## config.mk

```make
export PLATFORM = sky130hd
export DESIGN_NAME = spi3w_reg_slave
export DESIGN_NICKNAME = d
export VERILOG_FILES = /design/src/rtl/spi3w_pkg.sv /design/src/rtl/spi3w_sync.sv /design/src/rtl/spi3w_frame.sv /design/src/rtl/spi3w_regs.sv /design/src/rtl/spi3w_reg_slave.sv
export SDC_FILE = /design/constraint.sdc
export NUM_CORES = 1
export LEC_CHECK = 0
export ABC_AREA = 1
export CAP_MARGIN = 20
export CORE_MARGIN = 10
export CORE_UTILIZATION = 60
export DETAILED_ROUTE_END_ITERATION = 7
export GPL_TIMING_DRIVEN = 1
export HOLD_SLACK_MARGIN = 0.12
export PLACE_DENSITY = 0.86
export SETUP_SLACK_MARGIN = 0.4
export SLEW_MARGIN = 20
export SYNTH_ARGS = -nofsm -noshare
export SYNTH_HDL_FRONTEND = slang
export SYNTH_SLANG_ARGS = --single-unit
```

## constraint.sdc

```tcl
create_clock -name clk -period 2.5 [get_ports clk]
set_input_delay 0.375 -clock clk [delete_from_list [all_inputs] [get_ports clk]]
set_output_delay 0.375 -clock clk [all_outputs]
set_load 0.01 [all_outputs]
```

## src/rtl/spi3w_pkg.sv

```systemverilog
package spi3w_pkg;

    localparam int ADDR_W = 6;
    localparam int DATA_W = 8;
    localparam int RES_W  = 3;

    // Register offsets: the master's software depends on these positions.
    localparam logic [ADDR_W-1:0] ADDR_SCRATCH = 6'h00;
    localparam logic [ADDR_W-1:0] ADDR_IDENT   = 6'h01;
    localparam logic [ADDR_W-1:0] ADDR_RES     = 6'h02;
    localparam logic [ADDR_W-1:0] ADDR_CTRL    = 6'h03;

    // Bit positions in the control register.
    localparam int CTRL_PWR_BIT = 0;
    localparam int CTRL_SRC_BIT = 7;

    typedef enum logic [2:0] {
        ST_IDLE,
        ST_ADDR,
        ST_PAD,
        ST_WDATA,
        ST_TURN,
        ST_LAUNCH,
        ST_RDATA,
        ST_DONE
    } frame_state_t;

endpackage

```

## src/rtl/spi3w_sync.sv

```systemverilog
module spi3w_sync #(
    parameter int STAGES = 2
) (
    input  logic clk,
    input  logic rst_n,
    input  logic sck_i,
    input  logic cs_n_i,
    input  logic sdio_i,
    output logic sck_rise,
    output logic sck_fall,
    output logic cs_idle,
    output logic sdio_s
);

    localparam int LAST = STAGES - 1;

    logic [STAGES-1:0] sck_p;
    logic [STAGES-1:0] cs_p;
    logic [STAGES-1:0] dat_p;
    logic              sck_last;

    always_ff @(posedge clk or negedge rst_n) begin
        if (!rst_n) begin
            sck_p    <= '0;
            cs_p     <= '1;
            dat_p    <= '1;
            sck_last <= 1'b0;
        end else begin
            sck_p[0] <= sck_i;
            cs_p[0]  <= cs_n_i;
            dat_p[0] <= sdio_i;
            for (int i = 1; i < STAGES; i++) begin
                sck_p[i] <= sck_p[i-1];
                cs_p[i]  <= cs_p[i-1];
                dat_p[i] <= dat_p[i-1];
            end
            sck_last <= sck_p[LAST];
        end
    end

    assign sck_rise = sck_p[LAST] & ~sck_last;
    assign sck_fall = ~sck_p[LAST] & sck_last;
    assign cs_idle  = cs_p[LAST];
    assign sdio_s   = dat_p[LAST];

endmodule

```

## src/rtl/spi3w_frame.sv

```systemverilog
module spi3w_frame
    import spi3w_pkg::*;
(
    input  logic              clk,
    input  logic              rst_n,
    input  logic              sck_rise,
    input  logic              sck_fall,
    input  logic              cs_idle,
    input  logic              sdio_s,
    input  logic [DATA_W-1:0] rd_data,
    output logic [ADDR_W-1:0] addr_q,
    output logic              wr_pulse,
    output logic [DATA_W-1:0] wr_data,
    output logic              sdo,
    output logic              sdo_en
);

    localparam int CNT_W = $clog2(DATA_W);
    localparam logic [CNT_W-1:0] CMD_LAST  = CNT_W'(ADDR_W);
    localparam logic [CNT_W-1:0] DATA_LAST = CNT_W'(DATA_W - 1);

    frame_state_t      state, state_nx;
    logic [CNT_W-1:0]  cnt;
    logic [DATA_W-1:0] shreg;

    // State register
    always_ff @(posedge clk or negedge rst_n) begin
        if (!rst_n) state <= ST_IDLE;
        else        state <= state_nx;
    end

    // Transitions
    always_comb begin
        state_nx = state;
        if (cs_idle) begin
            state_nx = ST_IDLE;
        end else begin
            unique case (state)
                ST_IDLE:   state_nx = ST_ADDR;
                ST_ADDR:   if (sck_rise && cnt == CMD_LAST)
                               state_nx = sdio_s ? ST_TURN : ST_PAD;
                ST_PAD:    if (sck_rise) state_nx = ST_WDATA;
                ST_WDATA:  if (sck_rise && cnt == DATA_LAST) state_nx = ST_DONE;
                ST_TURN:   if (sck_rise) state_nx = ST_LAUNCH;
                ST_LAUNCH: if (sck_fall) state_nx = ST_RDATA;
                ST_RDATA:  if (sck_fall && cnt == DATA_LAST) state_nx = ST_DONE;
                ST_DONE:   state_nx = ST_DONE;
                default:   state_nx = ST_IDLE;
            endcase
        end
    end

    // Datapath and outputs
    always_ff @(posedge clk or negedge rst_n) begin
        if (!rst_n) begin
            cnt      <= '0;
            shreg    <= '0;
            addr_q   <= '0;
            wr_pulse <= 1'b0;
            wr_data  <= '0;
            sdo      <= 1'b0;
            sdo_en   <= 1'b0;
        end else begin
            wr_pulse <= 1'b0;
            if (cs_idle) begin
                cnt    <= '0;
                sdo_en <= 1'b0;
            end else begin
                unique case (state)
                    ST_IDLE: begin
                        cnt    <= '0;
                        sdo_en <= 1'b0;
                    end
                    ST_ADDR: if (sck_rise) begin
                        shreg <= {shreg[DATA_W-2:0], sdio_s};
                        if (cnt == CMD_LAST) begin
                            addr_q <= shreg[ADDR_W-1:0];
                            cnt    <= '0;
                        end else begin
                            cnt <= cnt + 1'b1;
                        end
                    end
                    ST_PAD: cnt <= '0;
                    ST_WDATA: if (sck_rise) begin
                        shreg <= {shreg[DATA_W-2:0], sdio_s};
                        cnt   <= cnt + 1'b1;
                        if (cnt == DATA_LAST) begin
                            wr_pulse <= 1'b1;
                            wr_data  <= {shreg[DATA_W-2:0], sdio_s};
                        end
                    end
                    ST_TURN: if (sck_rise) shreg <= rd_data;
                    ST_LAUNCH: if (sck_fall) begin
                        sdo    <= shreg[DATA_W-1];
                        sdo_en <= 1'b1;
                        shreg  <= {shreg[DATA_W-2:0], 1'b0};
                        cnt    <= '0;
                    end
                    ST_RDATA: if (sck_fall) begin
                        if (cnt == DATA_LAST) begin
                            sdo_en <= 1'b0;
                        end else begin
                            sdo   <= shreg[DATA_W-1];
                            shreg <= {shreg[DATA_W-2:0], 1'b0};
                            cnt   <= cnt + 1'b1;
                        end
                    end
                    ST_DONE: sdo_en <= 1'b0;
                    default: sdo_en <= 1'b0;
                endcase
            end
        end
    end

endmodule

```

## src/rtl/spi3w_regs.sv

```systemverilog
module spi3w_regs
    import spi3w_pkg::*;
#(
    parameter logic [3:0]       CHIP_CODE = 4'h6,
    parameter logic [3:0]       REVISION  = 4'h2,
    parameter logic [RES_W-1:0] RES_RST   = 3'd7
) (
    input  logic              clk,
    input  logic              rst_n,
    input  logic              wr_pulse,
    input  logic [ADDR_W-1:0] addr,
    input  logic [DATA_W-1:0] wr_data,
    output logic [DATA_W-1:0] rd_data,
    input  logic [RES_W-1:0]  strap_res,
    input  logic              strap_active,
    output logic [RES_W-1:0]  res_code,
    output logic              standby,
    output logic              sw_ctrl
);

    logic [DATA_W-1:0] scratch_q;
    logic [RES_W-1:0]  res_q;
    logic              pwr_q;
    logic              src_q;

    always_ff @(posedge clk or negedge rst_n) begin
        if (!rst_n) begin
            scratch_q <= '0;
            res_q     <= RES_RST;
            pwr_q     <= 1'b0;
            src_q     <= 1'b0;
        end else if (wr_pulse) begin
            unique case (addr)
                ADDR_SCRATCH: scratch_q <= wr_data;
                ADDR_RES:     res_q     <= wr_data[RES_W-1:0];
                ADDR_CTRL: begin
                    pwr_q <= wr_data[CTRL_PWR_BIT];
                    src_q <= wr_data[CTRL_SRC_BIT];
                end
                default: ;
            endcase
        end
    end

    always_comb begin
        rd_data = '0;
        unique case (addr)
            ADDR_SCRATCH: rd_data = scratch_q;
            ADDR_IDENT:   rd_data = {CHIP_CODE, REVISION};
            ADDR_RES:     rd_data[RES_W-1:0] = res_q;
            ADDR_CTRL: begin
                rd_data[CTRL_PWR_BIT] = pwr_q;
                rd_data[CTRL_SRC_BIT] = src_q;
            end
            default: rd_data = '0;
        endcase
    end

    assign sw_ctrl  = src_q;
    assign res_code = src_q ? res_q : strap_res;
    assign standby  = src_q ? ~pwr_q : ~strap_active;

endmodule

```

## src/rtl/spi3w_reg_slave.sv

```systemverilog
module spi3w_reg_slave
    import spi3w_pkg::*;
#(
    parameter int               SYNC_STAGES = 2,
    parameter logic [3:0]       CHIP_CODE   = 4'h6,
    parameter logic [3:0]       REVISION    = 4'h2,
    parameter logic [RES_W-1:0] RES_RST     = 3'd7
) (
    input  logic             clk,
    input  logic             rst_n,
    input  logic             spi_sck,
    input  logic             spi_cs_n,
    input  logic             sdio_in,
    output logic             sdio_out,
    output logic             sdio_oe,
    input  logic [RES_W-1:0] strap_res,
    input  logic             strap_active,
    output logic [RES_W-1:0] res_code,
    output logic             standby,
    output logic             sw_ctrl
);

    logic              sck_rise, sck_fall, cs_idle, sdio_s;
    logic [ADDR_W-1:0] reg_addr;
    logic              wr_pulse;
    logic [DATA_W-1:0] wr_data, rd_data;

    spi3w_sync #(.STAGES(SYNC_STAGES)) u_sync (
        .clk      (clk),
        .rst_n    (rst_n),
        .sck_i    (spi_sck),
        .cs_n_i   (spi_cs_n),
        .sdio_i   (sdio_in),
        .sck_rise (sck_rise),
        .sck_fall (sck_fall),
        .cs_idle  (cs_idle),
        .sdio_s   (sdio_s)
    );

    spi3w_frame u_frame (
        .clk      (clk),
        .rst_n    (rst_n),
        .sck_rise (sck_rise),
        .sck_fall (sck_fall),
        .cs_idle  (cs_idle),
        .sdio_s   (sdio_s),
        .rd_data  (rd_data),
        .addr_q   (reg_addr),
        .wr_pulse (wr_pulse),
        .wr_data  (wr_data),
        .sdo      (sdio_out),
        .sdo_en   (sdio_oe)
    );

    spi3w_regs #(
        .CHIP_CODE (CHIP_CODE),
        .REVISION  (REVISION),
        .RES_RST   (RES_RST)
    ) u_regs (
        .clk          (clk),
        .rst_n        (rst_n),
        .wr_pulse     (wr_pulse),
        .addr         (reg_addr),
        .wr_data      (wr_data),
        .rd_data      (rd_data),
        .strap_res    (strap_res),
        .strap_active (strap_active),
        .res_code     (res_code),
        .standby      (standby),
        .sw_ctrl      (sw_ctrl)
    );

endmodule

```

==> results of run 1 <==
metrics by stage:
stage	instances	instance area (sq um)	power, mW	hold WS, ns	setup WS (ns)
2_1_floorplan	317	2770	1.73	0.0794	0.929
3_3_place_gp	379	2930	1.84	0.333	0.630
3_5_place_dp	379	2930	1.88	0.342	0.609
4_1_cts	388	3020	2.35	0.360	0.479
5_1_grt	388	3030	2.51	0.362	0.422
6_report	388	3030	2.34	0.357	0.537
power groups by stage:
stage	sequential, mW	clock [mW]	combinational [mW]
finish	1.08	0.469	0.791
global route	1.10	0.517	0.891
CTS	1.08	0.483	0.796
detailed placement	1.09	0	0.785
global placement	1.08	0	0.756
floorplan	0.983	0	0.748
final timing paths:
check | startpoint | end | slack [ns] | depth (start not counted)
min | u_sync.sck_p[0] | u_sync.sck_p[1] | 0.36 | 0
max | u_regs.sw_ctrl | res_code[2] | 0.54 | 4
min reg2reg | u_sync.sck_p[0] | u_sync.sck_p[1] | 0.36 | 0
max reg2reg | u_frame.cnt[0] | u_frame.shreg[7] | 0.69 | 11
max in group asynchronous | rst_n | u_sync.dat_p[1] | 1.29 | 3
min in group asynchronous | rst_n | u_frame.wr_data[6] | 0.60 | 2
state kept, by name, summed over array words and instances (netlist names), 3 cells and up:
| name | cells |
|---|---|
| u_regs.res_q | 3 |
| u_frame.wr_data | 8 |
| u_frame.addr_q | 6 |
| u_regs.scratch_q | 8 |
| u_frame.shreg | 8 |
| u_frame.state | 3 |
| u_frame.cnt | 3 |
timing repair:
item	in CTS	in global routing
hold buffers	1	0
endpoints found under the hold margin	23	0
endpoints found under the setup margin	0	1
gates resized for setup	0	1
worst max-delay path, delay by kind of cell (launching register included):
family / cells / cell delay (ns)
buf+inv: 2 / 0.69
compound gates: 1 / 0.06
flops: 1 / 0.46
simple gates: 1 / 0.06
placed cells by master (no fill, tap or decap), drive strengths merged, types with 4 or more instances in the layout:
master	instances
nand4	4
a21oi	13
clkbuf	6
o21ai	31
nor2	26
nand3	20
dfrtp	44
inv	36
nand2	116
dfstp	7
clkdlybuf4s50	14
layout make-up:
cell class | count | share of cell area [%]
Clock buffer | 6 | 2.40
Clock inverter | 2 | 0.414
Inverter | 37 | 5.13
Multi-Input combinational cell | 223 | 41.6
Sequential cell | 51 | 42.5
Tap cell | 52 | 2.15
Timing Repair Buffer | 17 | 5.79
cells by family (layout without fill, tap and decap cells):
logic type,count (synthesis),count (layout),synth area share (%)
AO/OA/AOI/OAI,52,52,12.8
multiplexers,1,1,0.362
buffers and inverters,43,62,8.05
flip-flops,51,51,46.4
AND/OR/NAND/NOR,167,167,31.0
adder cells (fa/ha/maj),3,3,1.36
layer usage:
metal | up-vias | share of wire, %
met5 | - | 0
met2 | 45 | 48
met1 | 996 | 45
met3 | 5 | 5.7
li1 | 1049 | -
met4 | 0 | 1.4
==> results by stage, run 1 <==
Pwr:
- The power per cell area is 772 nW/um^2.
- Net switching is 39.9% of the power.
- The analysis attributes to net switching a power of 0.933 mW.
- VDD sags by at most 485 uV.
- The clock network burns 20.1% of the power.
- The leakage power is 1.44 nW.
- Internal power comes to 1.40 mW.
- The proportion of power drawn by flip-flops and latches is 46.1%.
- Combinational logic burns 33.8% of the power.

Global route:
- The met3 layer usage reported by global route is 3.81%.
- The total routing usage reported by global routing is 15.5%.
- The global-route met1 utilization is 19.7%.
- In the global route stage, met2 resource usage came out at 25.2%.
- The wire length of the first global-routing pass is 9600 um.
- The routing layer with the top usage in global route is met2.
- The initial antenna violation count is 0.
- The number of global-route vias before repair came to 2068.
- Entering global routing, the biggest net connects 27 pins.
- The total overflow left after global routing is 0.

Finish:
- From synthesis to final layout, the design area changed by 9.36%.
- 0 antenna diodes ended up in the layout.
- The number of nets in the final layout is 347.
- Registers take 1290 sq um.
- For this run, the share of the core covered by cells in the final layout is 68.5%.
- The area taken by multi-input logic gates is 1260 sq um.
- In the final layout, the share of cells above drive strength 1 is 22.9%.
- Fill cells in the final layout number 344.

Floorplanning:
- The die covers 7730 sq um.
- In this run the core area contains 24 standard-cell rows.
- The initial cell density of the core is 62.7%.
- During I/O placement, the number of pins put on the boundary was 16.
- The width of the chip is 87.9 um.
- The core box area is 4410 sq um.
- The vertical die dimension is 87.9 um.

Logic synthesis:
- The cell with the most instances after synthesis is nand2_1.
- Counting flops with a built-in enable in the synthesized netlist gives 0.
- The largest area contributor in the synthesized netlist is dfrtp_1.
- The number of distinct library cells after synthesis is 31.
- Yosys printed 0 warnings.
- In the post-synthesis netlist, the biggest area contributors are dfrtp_1, nand2_1, dfstp_2.
- The top-area cell type share of the netlist area is 39.8%.
- The post-synthesis sequential element count is 51.
- The synthesized instance count is 317.
- The number of nets handed over by synthesis was 329.
- Counting instances in the post-synthesis netlist gives the leading cell types as nand2_1, dfrtp_1, inv_1, nand3_1, o21ai_2.
- The mean post-synth cell area is 8.73 sq um.
- The primary flip-flop cell chosen by synthesis mapping is dfrtp_1.
- Of all flip-flops after synthesis, the portion carrying an async set or reset was 100%.
- After synthesis, flip-flops and latches occupy 46.4% of the total area.
- Summing every instance area after synthesis gives 2770 sq um.

Clock tree:
- The post-CTS repair timing setup buffer count is 0.
- The number of clock buffers added by TritonCTS is 5.
- CTS built an H-tree with a depth of 2.
- At the later pin of the worst-skew pair, clock insertion delay measures 0.31 ns.
- Counting along the longest clock path gives a buffer depth of 2.
- CTS placed an instance of clkbuf_8 at the clock tree root.
- The clock-pin slew on the worst setup and hold paths is 0.09 ns.
- The TritonCTS clock tree is yes.
- The count of clock tree sinks is 51.

STA:
- For the pin with the worst max-slew slack, the measured transition is 0.597 ns.
- The total negative slack is 0 ns.
- Subtracting the final worst setup slack from the clock period gives 1.96 ns.
- The maximum clock rate is 509 MHz.
- The worst pin sits at a relative slew slack of 60.2%.
- The setup violation total in the final timing report is 0.
- The period utilization is 78.5%.
- The count of final hold-check violations came to 0.
- Across the routed clock network, the largest skew measured is 0.0107 ns.
- The max-slew violation count was 0.
- Setup repair after global routing left no endpoint under its margin.

Drt:
- The routed design has 5430 um of wire.
- Dividing the detail-routed via count by the number of cells gives 5.40.
- The antenna violation net count after detailed routing is 0.
- The final routed wire length divided by cell count is 14.0 um.
- In this run, the number of DRC markers left after iteration 0 of detailed routing was 199.
- The vias after detailed routing is 2095.
- The pre-antenna-repair detailed-routing pass consisted of 4 iterations.
- In the routed design, unresolved DRC markers number 0.

Setup path:
- STA classifies the critical path endpoint as an output pin.
- The slowest stage of the critical path is the clkdlybuf4s50_1 cell.
- STA puts the critical path data arrival time at 1.59 ns.
- The critical path in this run is classified as reg -> out.
- Of all nets on the critical path, the largest fanout is 6.
- The endpoint required time on the critical path is 2.12 ns.
- The stage delay of the slowest cell on the critical path is 0.55 ns.
- Walking the worst path, the cells encountered are inv_1, nand2_1, o21ai_0, clkdlybuf4s50_1.
- The worst setup path is launched from a register.

Status:
- The run finished with clean final reports.

Placement:
- In this run the tool buffered the top-level ports with 15 buffer cells.
- The estimated wirelength of the detail-placed design is 3960 um.
- The congestion estimate from routability-driven global placement came to 0.940.

Hold path:
- The path class of the tightest hold or removal check is reg -> reg.

Flow run:
- Max-cap violations in this run came to 0.
Note: power is estimated with default switching activity, not from simulation.
==> run 2, diff against run 1 <==
--- a/config.mk
+++ b/config.mk
@@ -8,11 +8,11 @@
 export ABC_AREA = 1
 export CAP_MARGIN = 20
 export CORE_MARGIN = 10
-export CORE_UTILIZATION = 60
+export CORE_UTILIZATION = 53
 export DETAILED_ROUTE_END_ITERATION = 7
 export GPL_TIMING_DRIVEN = 1
 export HOLD_SLACK_MARGIN = 0.12
-export PLACE_DENSITY = 0.86
+export PLACE_DENSITY = 0.81
 export SETUP_SLACK_MARGIN = 0.4
 export SLEW_MARGIN = 20
 export SYNTH_ARGS = -nofsm -noshare
==> constraint.sdc (replaced) <==
create_clock -name clk -period 1.7 [get_ports clk]
set_input_delay 0.255 -clock clk [delete_from_list [all_inputs] [get_ports clk]]
set_output_delay 0.255 -clock clk [all_outputs]
set_load 0.01 [all_outputs]
==> run 2 against run 1 <==
Compared with the run above:
- critical path depth grew 7
- sequential share of layout area down 6.8 points
- design area grew 20%
- first-iteration DRC count unchanged
==> results by stage, run 2 (synthesis gave the netlist of run 1 again) <==
Clock tree:
- The longest clock path from root to sink contains 2 buffers.
- After clock tree synthesis, the clock-pin slew on the worst setup and hold paths is 0.09 ns.
- The CTS buffer count is 5.
- Clock tree synthesis selected as its root buffer the cell clkbuf_8.
- The clock insertion delay at the later pin of the skew report is 0.31 ns.
- The count of clock tree sinks is 51.
- The TritonCTS clock tree is yes.
- The maximum level of the CTS H-tree is 2.

Placement:
- After detailed placement, the design holds a cell count of 401.
- The congestion estimate from routability-driven global placement came to 0.842.
- The number of port buffers is 15.
- The wire-length estimate of the detail-placed layout is 3990 um.
- The worst setup timing slack at the placement stage is 0.0412 ns.

STA:
- The final period demand of the worst path is 1.68 ns.
- The slew of the pin with the lowest slew margin is 0.519 ns.
- Setup violations remaining at the end of the flow were counted as 0.
- The worst clock skew is 0.00972 ns.
- The period utilization is 99.0%.
- Static timing analysis puts the maximum clock frequency at 594 MHz.
- Setup repair after global routing could not meet its margin everywhere.
- Hold timing on the final database bottoms out at a slack of 0.341 ns.
- The worst pin sits at a relative slew slack of 65.4%.
- The count of final hold-check violations came to 0.
- Across all setup checks in the final design, the least slack found is 0.0171 ns.
- The max-slew violation count is 0.

Finish:
- The number of diodes added for antenna fixing is 0.
- The number of non-filler instances in the completed layout is 431.
- Fill cells in the final layout number 340.
- The fraction of final layout cells sized beyond drive strength 1 is 41.6%.
- The area growth from synthesis to layout is 30.7%.
- The largest registers in the layout are u_frame.shreg: 8 flops, u_frame.wr_data: 8 flops, u_regs.scratch_q: 8 flops.
- The number of nets in the final layout is 372.
- The share of the core filled with cells is 71.3%.
- The most common library cell in the layout ignoring fill and taps is nand2_1.
- The top cell types in the final layout, fill and taps aside, are nand2_1, dfrtp_1, inv_1.

Pwr:
- The overall power consumption is 3.94 mW.
- VDD sags by at most 607 uV.
- The power per cell area is 1090 nW/um^2.
- The leakage power is 1.67 nW.

Drt:
- The number of optimization iterations in the first detailed-route pass is 5.
- After detailed routing, the average wire length per cell comes to 16.6 um.
- The highest layer touched by signal routing is met4.
- For this run, design rule violations remaining after detail routing come to 0.
- The met1 wire length is 3010 um.
- For this block, the routed nets add up to 7170 um of wire.
- The antenna violation net count after detailed routing is 0.
- Detailed routing placed a total of 419 um of wire on met3.
- Detailed routing inserted a total of 2393 vias.
- The routed wire length on met2 is 3450 um.
- The violation count after the first detailed-route iteration is 199.
- After detailed routing, the number of vias per cell comes to 5.55.

Floorplanning:
- The initial cell density of the core is 54.5%.
- The initialized floorplan defines 26 standard-cell rows.
- The die covers 8510 sq um.
- The total area inside the core boundary comes to 5070 sq um.
- Pin placement for this block handled 16 I/O pins.
- The width of the chip is 92.2 um.
- The floorplan step set the die height to 92.2 um.

Flow run:
- The number of maximum-capacitance violations is 0.

Setup path:
- On the critical path, the stage with the largest delay is an instance of dfrtp_1.
- STA puts the critical path data required time at 1.95 ns.
- STA classifies the critical path endpoint as a register.
- The start of the worst register-to-register path is u_frame.cnt[0].
- Among cell families on the critical path, the largest total delay comes from simple AND/OR/NAND/NOR gates.
- The worst setup path is launched from a register.
- The maximum net fanout on the critical path is 7.
- The critical path in this run is classified as reg -> reg.
- The start point of the critical path is u_frame.cnt[0].
- In this design, the stage delay of the slowest critical-path cell is 0.40 ns.
- The critical path goes through ha_2, ha_4, inv_2, nand3b_1, nand2_2, nand2_2, nor2_4, nand2_8, clkinv_8, nand2_1, nand2_1.
- At the worst endpoint, the arrival time is 1.93 ns.
- The buffering stage count on the worst path with inverters included is 2.

Global route:
- The largest net degree at the start of global routing is 32.
- The initial antenna violation count is 0.
- After global routing the overflow that remains totals 0.
- The number of global-route vias before repair is 2232.
- Global routing consumed, over all layers together, 15.3% of the routing resources.
- The wire length of the first global-routing pass is 10800 um.

Hold path:
- In this run the worst hold path is classified as in -> reg.
- The startpoint identified for the worst hold timing path is sdio_in.

Status:
- The run finished with clean final reports.
==> run 2: final timing paths <==
kind                                      end  slack [ns]  depth (start not counted)
setup / recovery             u_frame.shreg[1]        0.02                         11
hold / removal                u_sync.dat_p[0]        0.34                          1
setup reg to reg             u_frame.shreg[1]        0.02                         11
hold reg to reg                u_sync.cs_p[1]        0.36                          0
max in group asynchronous     u_regs.res_q[2]        0.67                          3
min in group asynchronous  u_frame.wr_data[5]        0.44                          2
==> run 2: worst reg2reg max path: stages, from the launching register on <==
cell	delay (ns)
dfrtp_1	0.40
ha_2	0.21
ha_4	0.16
inv_2	0.05
nand3b_1	0.11
nand2_2	0.09
nand2_2	0.06
nor2_4	0.21
nand2_8	0.11
clkinv_8	0.08
nand2_1	0.05
nand2_1	0.08
==> run 2: layer usage <==
layer | vias up | GRT usage, %
met1 | 1137 | 18.8
met5 | - | 0
li1 | 1105 | -
met3 | 32 | 3.10
met2 | 119 | 25.4
met4 | 0 | 6.43
==> run 2: timing repair <==
item | 4_1_cts | 5_1_grt
endpoints found under the setup margin | 47 | 46
pin swaps | 2 | 13
setup buffers | 12 | 5
gates resized for setup | 43 | 71
cloned | 3 | 1
endpoints found under the hold margin | 20 | 0
hold buffers | 1 | 0
==> run 2: metrics by stage <==
stage	setup TNS, ns	area (sq um)
global route	-0.375	3620
detailed placement	0	3000
finish	0	3620
global placement	0	3000
CTS	0	3330
floorplan	0	2780
==> run 2: cell type report <==
class	count	area, sq um	share of cell area (%)
Inverter	37	180	4.98
Sequential cell	51	1290	35.7
Clock inverter	2	60.1	1.66
Clock buffer	6	72.6	2.01
Multi-Input combinational cell	225	1510	41.7
Timing Repair Buffer	40	417	11.5
Tap cell	70	87.6	2.42
==> run 2: where the power goes <==
part	switching [mW]	internal, mW
registers	0.207	1.36
logic	0.899	0.482
clock network	0.401	0.588
